<file path="config.mk">
export PLATFORM = sky130hd
export DESIGN_NAME = ml7_gate_gen
export DESIGN_NICKNAME = d
export VERILOG_FILES = /design/src/rtl/ml7_pkg.sv /design/src/rtl/ml7_ref_gen.sv /design/src/rtl/ml7_carrier.sv /design/src/rtl/ml7_level_cmp.sv /design/src/rtl/ml7_gate_map.sv /design/src/rtl/ml7_gate_gen.sv
export SDC_FILE = /design/constraint.sdc
export NUM_CORES = 1
export LEC_CHECK = 0
export BUFFER_PORTS_ARGS = -buffer_cell sky130_fd_sc_hd__buf_2
export CAP_MARGIN = 30
export CORE_UTILIZATION = 45
export DETAILED_ROUTE_END_ITERATION = 8
export MAX_ROUTING_LAYER = met4
export PLACE_DENSITY_LB_ADDON = 0.12
export SLEW_MARGIN = 30
export SYNTH_ARGS = -nofsm -noshare
export SYNTH_HDL_FRONTEND = slang
export SYNTH_SLANG_ARGS = --single-unit
</file>
<file path="constraint.sdc">
create_clock -name clk -period 15.4 [get_ports clk]
set_input_delay 3.08 -clock clk [delete_from_list [all_inputs] [get_ports clk]]
set_output_delay 3.08 -clock clk [all_outputs]
set_load 0.1 [all_outputs]
</file>
<file path="src/rtl/ml7_pkg.sv">
package ml7_pkg;

  localparam int MAG_W    = 12;
  localparam int MAG_MAX  = 4095;
  localparam int LUT_AW   = 4;
  localparam int N_CMP    = 3;
  localparam int N_SW     = 10;
  localparam int CAR_PEAK = MAG_MAX / N_CMP;

  typedef logic [1:0] level_t;

  // Quarter-wave magnitude at i * (pi/2) / 16, i = 0..16
  function automatic logic [MAG_W-1:0] qwave(input logic [LUT_AW:0] i);
    logic [MAG_W-1:0] v;
    case (i)
      5'd0:    v = 12'd0;
      5'd1:    v = 12'd401;
      5'd2:    v = 12'd799;
      5'd3:    v = 12'd1189;
      5'd4:    v = 12'd1567;
      5'd5:    v = 12'd1930;
      5'd6:    v = 12'd2275;
      5'd7:    v = 12'd2598;
      5'd8:    v = 12'd2896;
      5'd9:    v = 12'd3165;
      5'd10:   v = 12'd3405;
      5'd11:   v = 12'd3611;
      5'd12:   v = 12'd3783;
      5'd13:   v = 12'd3919;
      5'd14:   v = 12'd4016;
      5'd15:   v = 12'd4075;
      default: v = 12'd4095;
    endcase
    return v;
  endfunction

  // Level-stage switches S6..S1 for each output level
  function automatic logic [5:0] level_pattern(input level_t l);
    logic [5:0] p;
    case (l)
      2'd0:    p = 6'b101010;
      2'd1:    p = 6'b011010;
      2'd2:    p = 6'b000110;
      default: p = 6'b000001;
    endcase
    return p;
  endfunction

endpackage

</file>
<file path="src/rtl/ml7_ref_gen.sv">
module ml7_ref_gen
  import ml7_pkg::*;
#(
  parameter int PHASE_W = 16,
  parameter int AMP_W   = 8
) (
  input  logic               clk,
  input  logic               rst_n,
  input  logic [PHASE_W-1:0] ftw_i,
  input  logic [AMP_W-1:0]   amp_i,
  output logic [MAG_W-1:0]   mag_o,
  output logic               neg_o,
  output logic               vld_o
);

  localparam int QW     = PHASE_W - 2;
  localparam int FRAC_W = QW - LUT_AW;
  localparam int IW     = MAG_W + FRAC_W;
  localparam int SW     = MAG_W + AMP_W;

  logic [PHASE_W-1:0] phase_q, phase_d;
  logic [MAG_W-1:0]   mag_q, mag_d;
  logic               neg_q, neg_d;
  logic               vld_q, vld_d;
  logic               samp_en;

  logic [QW-1:0]      q_raw, q_mir;
  logic [LUT_AW-1:0]  idx;
  logic [LUT_AW:0]    idx_lo, idx_hi;
  logic [FRAC_W-1:0]  frac;
  logic [MAG_W-1:0]   base, apex, rise, interp;
  logic [IW-1:0]      ramp;
  logic [SW-1:0]      scaled;

  assign samp_en = 1'b1;

  always_comb begin
    q_raw  = phase_q[QW-1:0];
    q_mir  = phase_q[QW] ? ~q_raw : q_raw;
    idx    = q_mir[QW-1 -: LUT_AW];
    frac   = q_mir[FRAC_W-1:0];
    idx_lo = {1'b0, idx};
    idx_hi = idx_lo + 1'b1;
    base   = qwave(idx_lo);
    apex   = qwave(idx_hi);
    rise   = apex - base;
    ramp   = IW'(rise) * IW'(frac);
    interp = base + ramp[IW-1:FRAC_W];
    scaled = SW'(interp) * SW'(amp_i);
    mag_d  = scaled[SW-1:AMP_W];
    neg_d  = phase_q[PHASE_W-1];
    phase_d = phase_q + ftw_i;
    vld_d  = 1'b1;
  end

  always_ff @(posedge clk or negedge rst_n) begin
    if (!rst_n) begin
      phase_q <= '0;
      mag_q   <= '0;
      neg_q   <= 1'b0;
      vld_q   <= 1'b0;
    end else if (samp_en) begin
      phase_q <= phase_d;
      mag_q   <= mag_d;
      neg_q   <= neg_d;
      vld_q   <= vld_d;
    end
  end

  assign mag_o = mag_q;
  assign neg_o = neg_q;
  assign vld_o = vld_q;

endmodule

</file>
<file path="src/rtl/ml7_carrier.sv">
module ml7_carrier
  import ml7_pkg::*;
#(
  parameter int STEP = 65
) (
  input  logic             clk,
  input  logic             rst_n,
  output logic [MAG_W-1:0] car_o
);

  localparam logic [MAG_W-1:0] PEAK_V = MAG_W'(CAR_PEAK);
  localparam logic [MAG_W-1:0] STEP_V = MAG_W'(STEP);

  logic [MAG_W-1:0] car_q, car_d, out_q;
  logic             up_q, up_d;
  logic             samp_en;

  assign samp_en = 1'b1;

  always_comb begin
    car_d = car_q;
    up_d  = up_q;
    if (up_q) begin
      if (car_q >= PEAK_V - STEP_V) begin
        car_d = PEAK_V;
        up_d  = 1'b0;
      end else begin
        car_d = car_q + STEP_V;
      end
    end else begin
      if (car_q <= STEP_V) begin
        car_d = '0;
        up_d  = 1'b1;
      end else begin
        car_d = car_q - STEP_V;
      end
    end
  end

  always_ff @(posedge clk or negedge rst_n) begin
    if (!rst_n) begin
      car_q <= '0;
      up_q  <= 1'b1;
      out_q <= '0;
    end else if (samp_en) begin
      car_q <= car_d;
      up_q  <= up_d;
      out_q <= car_q;
    end
  end

  assign car_o = out_q;

endmodule

</file>
<file path="src/rtl/ml7_level_cmp.sv">
module ml7_level_cmp
  import ml7_pkg::*;
(
  input  logic [MAG_W-1:0] mag_i,
  input  logic [MAG_W-1:0] car_i,
  output level_t           level_o
);

  localparam int TW = MAG_W + 1;

  logic [N_CMP-1:0] hit;

  for (genvar k = 0; k < N_CMP; k++) begin : g_cmp
    logic [TW-1:0] thr;
    always_comb begin
      thr    = TW'(k * CAR_PEAK) + {1'b0, car_i};
      hit[k] = {1'b0, mag_i} > thr;
    end
  end

  always_comb begin
    level_o = '0;
    for (int i = 0; i < N_CMP; i++) begin
      level_o = level_o + level_t'(hit[i]);
    end
  end

endmodule

</file>
<file path="src/rtl/ml7_gate_map.sv">
module ml7_gate_map
  import ml7_pkg::*;
(
  input  logic            clk,
  input  logic            rst_n,
  input  logic            vld_i,
  input  logic            neg_i,
  input  level_t          level_i,
  output logic [N_SW-1:0] gate_o
);

  logic [N_SW-1:0] gate_q, gate_d;
  logic [5:0]      pat;
  logic [3:0]      pol;
  logic            load_en;

  assign load_en = 1'b1;

  always_comb begin
    pat    = level_pattern(level_i);
    pol    = neg_i ? 4'b1100 : 4'b0011;
    gate_d = vld_i ? {pol, pat} : '0;
  end

  always_ff @(posedge clk or negedge rst_n) begin
    if (!rst_n) begin
      gate_q <= '0;
    end else if (load_en) begin
      gate_q <= gate_d;
    end
  end

  assign gate_o = gate_q;

endmodule

</file>
<file path="src/rtl/ml7_gate_gen.sv">
module ml7_gate_gen
  import ml7_pkg::*;
#(
  parameter int PHASE_W  = 16,
  parameter int AMP_W    = 8,
  parameter int CAR_STEP = 65
) (
  input  logic               clk,
  input  logic               rst_n,
  input  logic [PHASE_W-1:0] ftw_i,
  input  logic [AMP_W-1:0]   amp_i,
  output logic [N_SW-1:0]    gate_o
);

  logic [MAG_W-1:0] mag;
  logic [MAG_W-1:0] car;
  logic             neg;
  logic             vld;
  level_t           level;

  ml7_ref_gen #(
    .PHASE_W (PHASE_W),
    .AMP_W   (AMP_W)
  ) u_ref (
    .clk   (clk),
    .rst_n (rst_n),
    .ftw_i (ftw_i),
    .amp_i (amp_i),
    .mag_o (mag),
    .neg_o (neg),
    .vld_o (vld)
  );

  ml7_carrier #(
    .STEP (CAR_STEP)
  ) u_car (
    .clk   (clk),
    .rst_n (rst_n),
    .car_o (car)
  );

  ml7_level_cmp u_cmp (
    .mag_i   (mag),
    .car_i   (car),
    .level_o (level)
  );

  ml7_gate_map u_map (
    .clk     (clk),
    .rst_n   (rst_n),
    .vld_i   (vld),
    .neg_i   (neg),
    .level_i (level),
    .gate_o  (gate_o)
  );

endmodule

</file>
* Word level (Yosys, flattened, before mapping)
Memory sizes are Yosys's and may differ from the RTL's.
Cells that the tools add are included.
** Cells by class
- Add/subtract/negate cells :: 10
- $lt $le $gt $ge :: 5
- Reductions and logical operators :: 1
- $mul :: 2
- Bitwise operators :: 1
- Equality and inequality tests :: 2
- Muxes and demuxes :: 11
** Operator list (number)
- 2-to-1 mux 12 bit :: 4
- > comparator 12 x 13 -> 1 bit :: 2
- multiplier 12 x 10 -> 22 bit :: 1
- multiplier 12 x 8 -> 20 bit :: 1
- one-hot mux 6 bit (3 select lines) :: 1
- adder 16 bit :: 1
- 2-to-1 mux 14 bit :: 1
- NOT 14 bit :: 1
- adder 11 x 12 -> 13 bit, first input constant :: 1
- adder 12 x 12 -> 13 bit, first input constant :: 1
- adder 12 bit :: 1
- adder 12 x 7 -> 12 bit, second input constant :: 1
- greater-or-equal comparator 12 x 11 -> 1 bit, second input constant :: 1
- > comparator 12 bit :: 1
- less-or-equal comparator 12 x 7 -> 1 bit, second input constant :: 1
- subtractor 12 bit :: 1
- subtractor 12 x 7 -> 12 bit, second input constant :: 1
- 2-to-1 mux 10 bit :: 1
- adder 4 x 1 -> 5 bit, second input constant :: 1
- 2-to-1 mux 4 bit :: 1
- 2-to-1 mux 1 bit :: 3
- adder 1 x 1 -> 2 bit :: 1
- adder 2 x 1 -> 2 bit :: 1
- equality test 2 x 1 -> 1 bit, second input constant :: 1
- other kinds (2) :: 2
** Storage, ports and cells
- Bits in registers :: 65
- Output and inout bits :: 10
- Word-level logic and storage cells :: 42
- Memories :: 2
- Bits of input ports :: 26
- Bits in read-only memories :: 384
** Memories
- (name not given) :: depth 16, bits a word 12, rd ports 1, clocked after memory_dff 0, write ports 0, line ml7_pkg.sv:15 : case (i)
- (name not given) :: depth 16, bits a word 12, rd ports 1, clocked after memory_dff 0, write ports 0, line ml7_pkg.sv:15

* Depth between registers and ports, before layout
An unclocked memory read counts as a cell.
- Depth after elaboration :: 9
- Mapped depth :: 61
- Depth with buffers taken out :: 58

* Hierarchy
Synthesis repeated with hierarchy kept, for this count alone.
** Second synthesis, totals
- Cells, all modules :: 1468
- Area, all modules :: 12757.2 um^2
** Modules (own cells, without submodules)
- ml7_ref_gen :: area each 9841.9 um^2, seq. area each 750.7 um^2, instances 1, cells each 1152
- ml7_carrier :: area each 1318.8 um^2, seq. area each 626.9 um^2, instances 1, cells each 130
- ml7_level_cmp :: area each 1318.8 um^2, seq. area each 0.0 um^2, instances 1, cells each 168
- ml7_gate_map :: area each 277.8 um^2, seq. area each 200.2 um^2, instances 1, cells each 18

* Worst setup path after synthesis
Ideal clock, no wire load.
- Kind :: reg-to-reg
- Start point :: register u_ref.phase_q[14]
- End point :: register u_ref.mag_q[11] (netlist: u_ref.mag_o[11])
- Path slack :: 1.567 ns
- Arrival :: 13.699 ns
- Required time :: 15.266 ns
- Period minus slack after synthesis :: 13.833 ns
- Cell stages (with the launch flop) :: 60
- Path buffers :: 3
- Setup time :: 0.134 ns
- Path through :: dfrtp_1 > buf_6 > buf_8 > xor2_1 > nand2_1 > nor2_1 > xnor2_1 > clkbuf_1 > a21oi_1 > o21ai_0 > ha_1 > inv_1 > fa_1 > a21o_1 > a21oi_1 > o21bai_1 > a21oi_1 > o21ai_0 > (+24 left out) > o21ai_0 > xor2_1 > nand2_1 > fa_1 > inv_1 > fa_1 > fa_1 > inv_1 > fa_1 > inv_1 > ha_1 > and4_1 > a31oi_1 > o21ai_0 > nand2_1 > o21ai_0 > o41ai_1 > xnor2_1
** Between the ends
- Longest elaborated chain between the ends :: 8
- Elaborated cells on any way between the ends :: 9
- Those cells by class :: 3 x add/sub; 2 x mul; 2 x mux; 2 x memory
** Ends and longest elaborated chain
- start: declaration :: line ml7_ref_gen.sv:21 : logic [PHASE_W-1:0] phase_q, phase_d;
- start signal: assignment :: line ml7_ref_gen.sv:63 : phase_q <= phase_d;
- 2-to-1 mux 14 bit * :: line ml7_ref_gen.sv:39 : q_mir = phase_q[QW] ? ~q_raw : q_raw;
- adder 4 x 1 -> 5 bit :: line ml7_ref_gen.sv:43 : idx_hi = idx_lo + 1'b1;
- memory read (16 x 12 bit)
- 2-to-1 mux 12 bit :: line ml7_pkg.sv:15
- subtractor 12 bit :: line ml7_ref_gen.sv:46 : rise = apex - base;
- multiplier 12 x 10 -> 22 bit :: line ml7_ref_gen.sv:47 : ramp = IW'(rise) * IW'(frac);
- adder 12 bit * :: line ml7_ref_gen.sv:48 : interp = base + ramp[IW-1:FRAC_W];
- multiplier 12 x 8 -> 20 bit * :: line ml7_ref_gen.sv:49 : scaled = SW'(interp) * SW'(amp_i);
- net u_ref.scaled[19] :: line ml7_ref_gen.sv:33 : logic [SW-1:0] scaled;
- end signal: assignment :: line ml7_ref_gen.sv:64 : mag_q <= mag_d;
- end: declaration :: line ml7_ref_gen.sv:22 : logic [MAG_W-1:0] mag_q, mag_d;
The timed path passes the listed nets; every way through them passes the cells marked *.

* Worst setup path in the final report
- Start point :: register u_ref.phase_q[10]
- End point :: register u_ref.mag_q[11] (netlist: u_ref.mag_o[11])
** Between the ends
- Longest elaborated chain between the ends :: 9
- Elaborated cells on any way between the ends :: 10
- Those cells by class :: 3 x add/sub; 2 x mul; 2 x mux; 1 x bitwise; 2 x memory
** Ends and longest elaborated chain (line)
- NOT 14 bit :: ml7_ref_gen.sv:39
- 2-to-1 mux 14 bit * :: ml7_ref_gen.sv:39
- adder 4 x 1 -> 5 bit :: ml7_ref_gen.sv:43
- memory read (16 x 12 bit)
- 2-to-1 mux 12 bit :: ml7_pkg.sv:15
- subtractor 12 bit :: ml7_ref_gen.sv:46
- multiplier 12 x 10 -> 22 bit :: ml7_ref_gen.sv:47
- adder 12 bit * :: ml7_ref_gen.sv:48
- multiplier 12 x 8 -> 20 bit * :: ml7_ref_gen.sv:49
- net u_ref.scaled[19] :: ml7_ref_gen.sv:33
Marked as above.

==> parameters.txt <==
Parameter                              Value

Run status
  Result of the run ... completed

Yosys
  Xor and xnor area share after synthesis ... under 10%
  Most used standard cell by instance count after synthesis ... sky130_fd_sc_hd__inv_1
  Biggest area contributors in the synthesized netlist ... sky130_fd_sc_hd__fa_1 (23%), sky130_fd_sc_hd__ha_1 (18%), sky130_fd_sc_hd__dfrtp_1 (13%)
  Sequential element share of the synthesized area ... between 10% and 20%
  Ys flop type ... sky130_fd_sc_hd__dfrtp_1
  Number of synthesized register bits ... 63
  Post-synthesis share of cell area spent on full adders, half adders and majority gates ... 40.9%
  Post-Synthesis Cell Area ... 0.0123 mm2
  Number of nets produced by synthesis ... 1,785
  Number of distinct standard cells referenced by the synthesized netlist ... 67
  Mux cell area share after synthesis ... 0.162%
  Main combinational cell family by area after synthesis ... adder cells
  Post-synth EDFFs ... 0
  Fraction of synthesis flops using an asynchronous set or reset pin ... between 90% and 100%
  Synthesized-area fraction occupied by ao, oa, aoi and oai cells ... between 10% and 20%
  Simple-gate share of the synthesized area ... 17.4%
  Synthesis Warnings ... 0
  Fraction of post-synthesis cell area in the top cell type by area ... between 20% and 30%
  Cell count after synthesis ... between 1,000 and 1,500
  Post-synth top area cell ... sky130_fd_sc_hd__fa_1
  Mean instance size in the synthesized netlist ... 8.58 um2
  Most common library cells after synthesis ... sky130_fd_sc_hd__inv_1 (202), sky130_fd_sc_hd__ha_1 (180), sky130_fd_sc_hd__fa_1 (140)

Floorplan
  Number of top-level pins ... 36
  Width of the die ... roughly 170 um
  Site row count ... 60
  Initial core utilization ... 45.8%
  Die height ... 168 um
  Overall die area ... 0.0281 mm2
  Core ar. ... approximately 0.027 mm2

Timing
  RSZ-0062 raised after global routing ... true
  Worst hold slack ... 0.394 ns
  Hold violation total from the final report ... 0
  Count of endpoints failing setup in the final report ... 0
  Slew margin rel. ... between 30% and 40%
  Total negative setup slack ... 0 ns
  Final count of pins violating max slew ... 0
  Final critical-path share of the clock period ... roughly 93%
  Post-route setup slack ... a little over 1 ns
  Slew at the pin closest to its max-slew limit ... between 0.9 and 1 ns
  Final min period ... 14.38 ns
  Highest clock frequency the design can meet ... around 70 MHz
  Clk_skew ... ~0.0099 ns

Drt
  Total detailed-routing wirelength ... approximately 29 mm
  Avg WL per Cell ... 16.1 um
  Number of design-rule violations left by the first detailed-router iteration ... 433
  Post-DRT Antenna Nets ... 0
  Ratio of routed vias to standard cells ... roughly 5.3
  First-pass iteration count of the detailed router ... 5
  Via total after detailed routing ... between 9,000 and 10,000
  DRC violations left ... 0

Layout
  Post-layout nets ... 1,818
  Ratio of cells with drive above 1 in the final layout ... 6.97%
  Count of non-filler cells in the finished layout ... approximately 1,800
  Area delta synth->final ... 8.18%
  Number of diodes ... 0

Job
  Total of max-cap violations ... 0

Critical path
  Longest individual stage delay on the worst path ... roughly 0.55 ns
  Crit path top cell by count ... sky130_fd_sc_hd__fa_1
  Required time at the worst-slack endpoint ... 15.61 ns
  Slowest CP cell ... sky130_fd_sc_hd__fa_1
  Startpoint class of the critical path ... register
  Crit Path Class ... register to register
  Critical Path Sink Type ... register
  Maximum net fanout on the critical path ... 13
  Critical path arrival ... approximately 15 ns

GRT
  Total track usage ... 22.9%
  Routing usage on met2 ... between 30% and 40%
  Fraction of met3 tracks used by global routing ... roughly 2.5%
  First-pass GRT wire length ... between 50 and 60 mm
  Met1 Use GR ... between 20% and 30%
  Maximum number of pins on one net before global-route repair ... 64
  Most congested layer reported by global routing ... met2
  Remaining global-route overflow ... 0
  Vias in the first global route ... 10,000
  Initial antenna violation count ... 0

Placement
  DP HPWL ... around 24 mm
  Number of port buffers ... 35
  Post-placement setup slack ... about 0.6 ns
  Gp weighted congestion ... roughly 0.86
  Placed cells ... about 1,800

Clock tree
  Root buf cell ... sky130_fd_sc_hd__clkbuf_16
  Inserted Clock Buffers ... 9
  Clock transition at the register clock pins on the worst setup and hold paths after CTS ... ~0.060 ns
  Clock net sink count ... 63
  Maximum root-to-sink buffer count ... 2
  TritonCTS clock tree ... done
  Clock network latency to the later pin of the worst-skew pair ... 0.35 ns
  Level count of the clock H-tree ... 3

Hold path
  Path type of the worst min-delay path ... register to register
-- sequential cells by signal, summed over array words and instances (netlist names) --
signal and cells:
u_ref.neg_o 1, u_ref.vld_o 1, u_ref.phase_q 16, u_car.up_q 1, u_ref.mag_o 12, u_car.car_o 12, u_map.gate_o 8, u_car.car_q 12
-- worst paths after layout --
check | from | to | slack, ns | depth (start not counted)
setup / recovery | u_ref.phase_q[10]$_DFF_PN0_ | u_ref.mag_o[11]$_DFF_PN0_ | 1.02 | 56
hold / removal | u_ref.phase_q[15]$_DFF_PN0_ | u_ref.neg_o$_DFF_PN0_ | 0.39 | 0
setup reg to reg | u_ref.phase_q[10]$_DFF_PN0_ | u_ref.mag_o[11]$_DFF_PN0_ | 1.02 | 56
hold reg to reg | u_ref.phase_q[15]$_DFF_PN0_ | u_ref.neg_o$_DFF_PN0_ | 0.39 | 0
max in group asynchronous | rst_n | u_ref.phase_q[14]$_DFF_PN0_ | 11.93 | 2
min in group asynchronous | rst_n | u_car.car_q[2]$_DFF_PN0_ | 2.89 | 2
-- worst max-delay path: cells and delay by family, from the launching register on --
family | cells | cell delay (ns)
AND/OR/NAND/NOR | 8 | 1.07
adder cells (fa/ha/maj) | 15 | 6.52
AO/OA/AOI/OAI | 19 | 4.32
buffers and inverters | 9 | 0.76
XOR/XNOR | 5 | 1.08
flip-flops | 1 | 0.49
-- area by class of cell --
| cell class | instances | area (um2) |
|---|---|---|
| well taps | 341 | 427 |
| clock buffers | 10 | 229 |
| clock inverters | 6 | 92.6 |
| fillers | 2626 | 13600 |
| repair buffers | 59 | 355 |
| flip-flops and latches | 63 | 1580 |
| multi-input cells | 1137 | 9910 |
| inverters | 202 | 758 |
-- per-stage QoR --
stage / utilization (%) / instance area, um2
after floorplan: - / 12300
after global placement: 47.9 / 12900
after detailed placement: 48.0 / 12900
after CTS: 49.2 / 13200
after global routing: 49.6 / 13400
final: 49.6 / 13400
-- placed cells by master, fill, tap and decap left out, types with 3 or more instances in the layout --
| cell | Yosys | final |
|---|---|---|
| sky130_fd_sc_hd__inv_1 | 202 | 202 |
| sky130_fd_sc_hd__ha_1 | 180 | 179 |
| sky130_fd_sc_hd__fa_1 | 140 | 140 |
| sky130_fd_sc_hd__nor2_1 | 135 | 135 |
| sky130_fd_sc_hd__nand2_1 | 133 | 133 |
| sky130_fd_sc_hd__a21oi_1 | 74 | 74 |
| sky130_fd_sc_hd__xnor2_1 | 71 | 65 |
| sky130_fd_sc_hd__and2_1 | 63 | 63 |
| sky130_fd_sc_hd__dfrtp_1 | 62 | 61 |
| sky130_fd_sc_hd__o21ai_0 | 56 | 56 |
| sky130_fd_sc_hd__buf_2 | 0 | 35 |
| sky130_fd_sc_hd__nor2b_1 | 31 | 31 |
| sky130_fd_sc_hd__a21o_1 | 28 | 28 |
| sky130_fd_sc_hd__xor2_1 | 29 | 28 |
| sky130_fd_sc_hd__buf_4 | 2 | 24 |
| sky130_fd_sc_hd__o21a_1 | 23 | 23 |
| sky130_fd_sc_hd__nand2b_1 | 21 | 21 |
| sky130_fd_sc_hd__nor3_1 | 15 | 15 |
| sky130_fd_sc_hd__nand3_1 | 12 | 12 |
| sky130_fd_sc_hd__nand4_1 | 10 | 10 |
| sky130_fd_sc_hd__o211ai_1 | 9 | 9 |
| sky130_fd_sc_hd__clkbuf_16 | 0 | 9 |
| sky130_fd_sc_hd__a211oi_1 | 8 | 8 |
| sky130_fd_sc_hd__or2_2 | 8 | 8 |
| sky130_fd_sc_hd__xnor2_2 | 0 | 6 |
| sky130_fd_sc_hd__a31oi_1 | 6 | 6 |
| sky130_fd_sc_hd__and3_1 | 6 | 6 |
| sky130_fd_sc_hd__a221oi_1 | 6 | 6 |
| sky130_fd_sc_hd__o22ai_1 | 5 | 5 |
| sky130_fd_sc_hd__o21bai_1 | 4 | 4 |
| sky130_fd_sc_hd__a211o_1 | 4 | 4 |
| sky130_fd_sc_hd__nor4_1 | 4 | 4 |
| sky130_fd_sc_hd__o2111ai_1 | 3 | 3 |
| sky130_fd_sc_hd__o22a_1 | 3 | 3 |
| sky130_fd_sc_hd__o31ai_1 | 3 | 3 |
| sky130_fd_sc_hd__xor2_2 | 2 | 3 |
| sky130_fd_sc_hd__a311oi_1 | 3 | 3 |
| sky130_fd_sc_hd__a21boi_0 | 3 | 3 |
-- per-layer routing --
metal	up-vias	wire length, um
met5	-	0
met4	0	468
met3	35	689
met2	124	14800
met1	4725	13300
li1	4786	-
-- cells by family (layout without fill, tap and decap cells) --
kind of cell | Yosys count | after routing
multiplexers | 2 | 2
AO/OA/AOI/OAI | 261 | 261
buffers and inverters | 239 | 277
AND/OR/NAND/NOR | 450 | 450
adder cells (fa/ha/maj) | 320 | 320
other | 1 | 1
flip-flops | 63 | 63
XOR/XNOR | 103 | 103
-- what timing repair did --
item,in CTS,in global routing
setup endpoints to repair,0,9
resized for setup,0,10
setup buffers,0,6
hold buffers,0,0
Power is not shown: default switching activity piles up to over one toggle a cycle in this logic, so the estimate is an artifact.
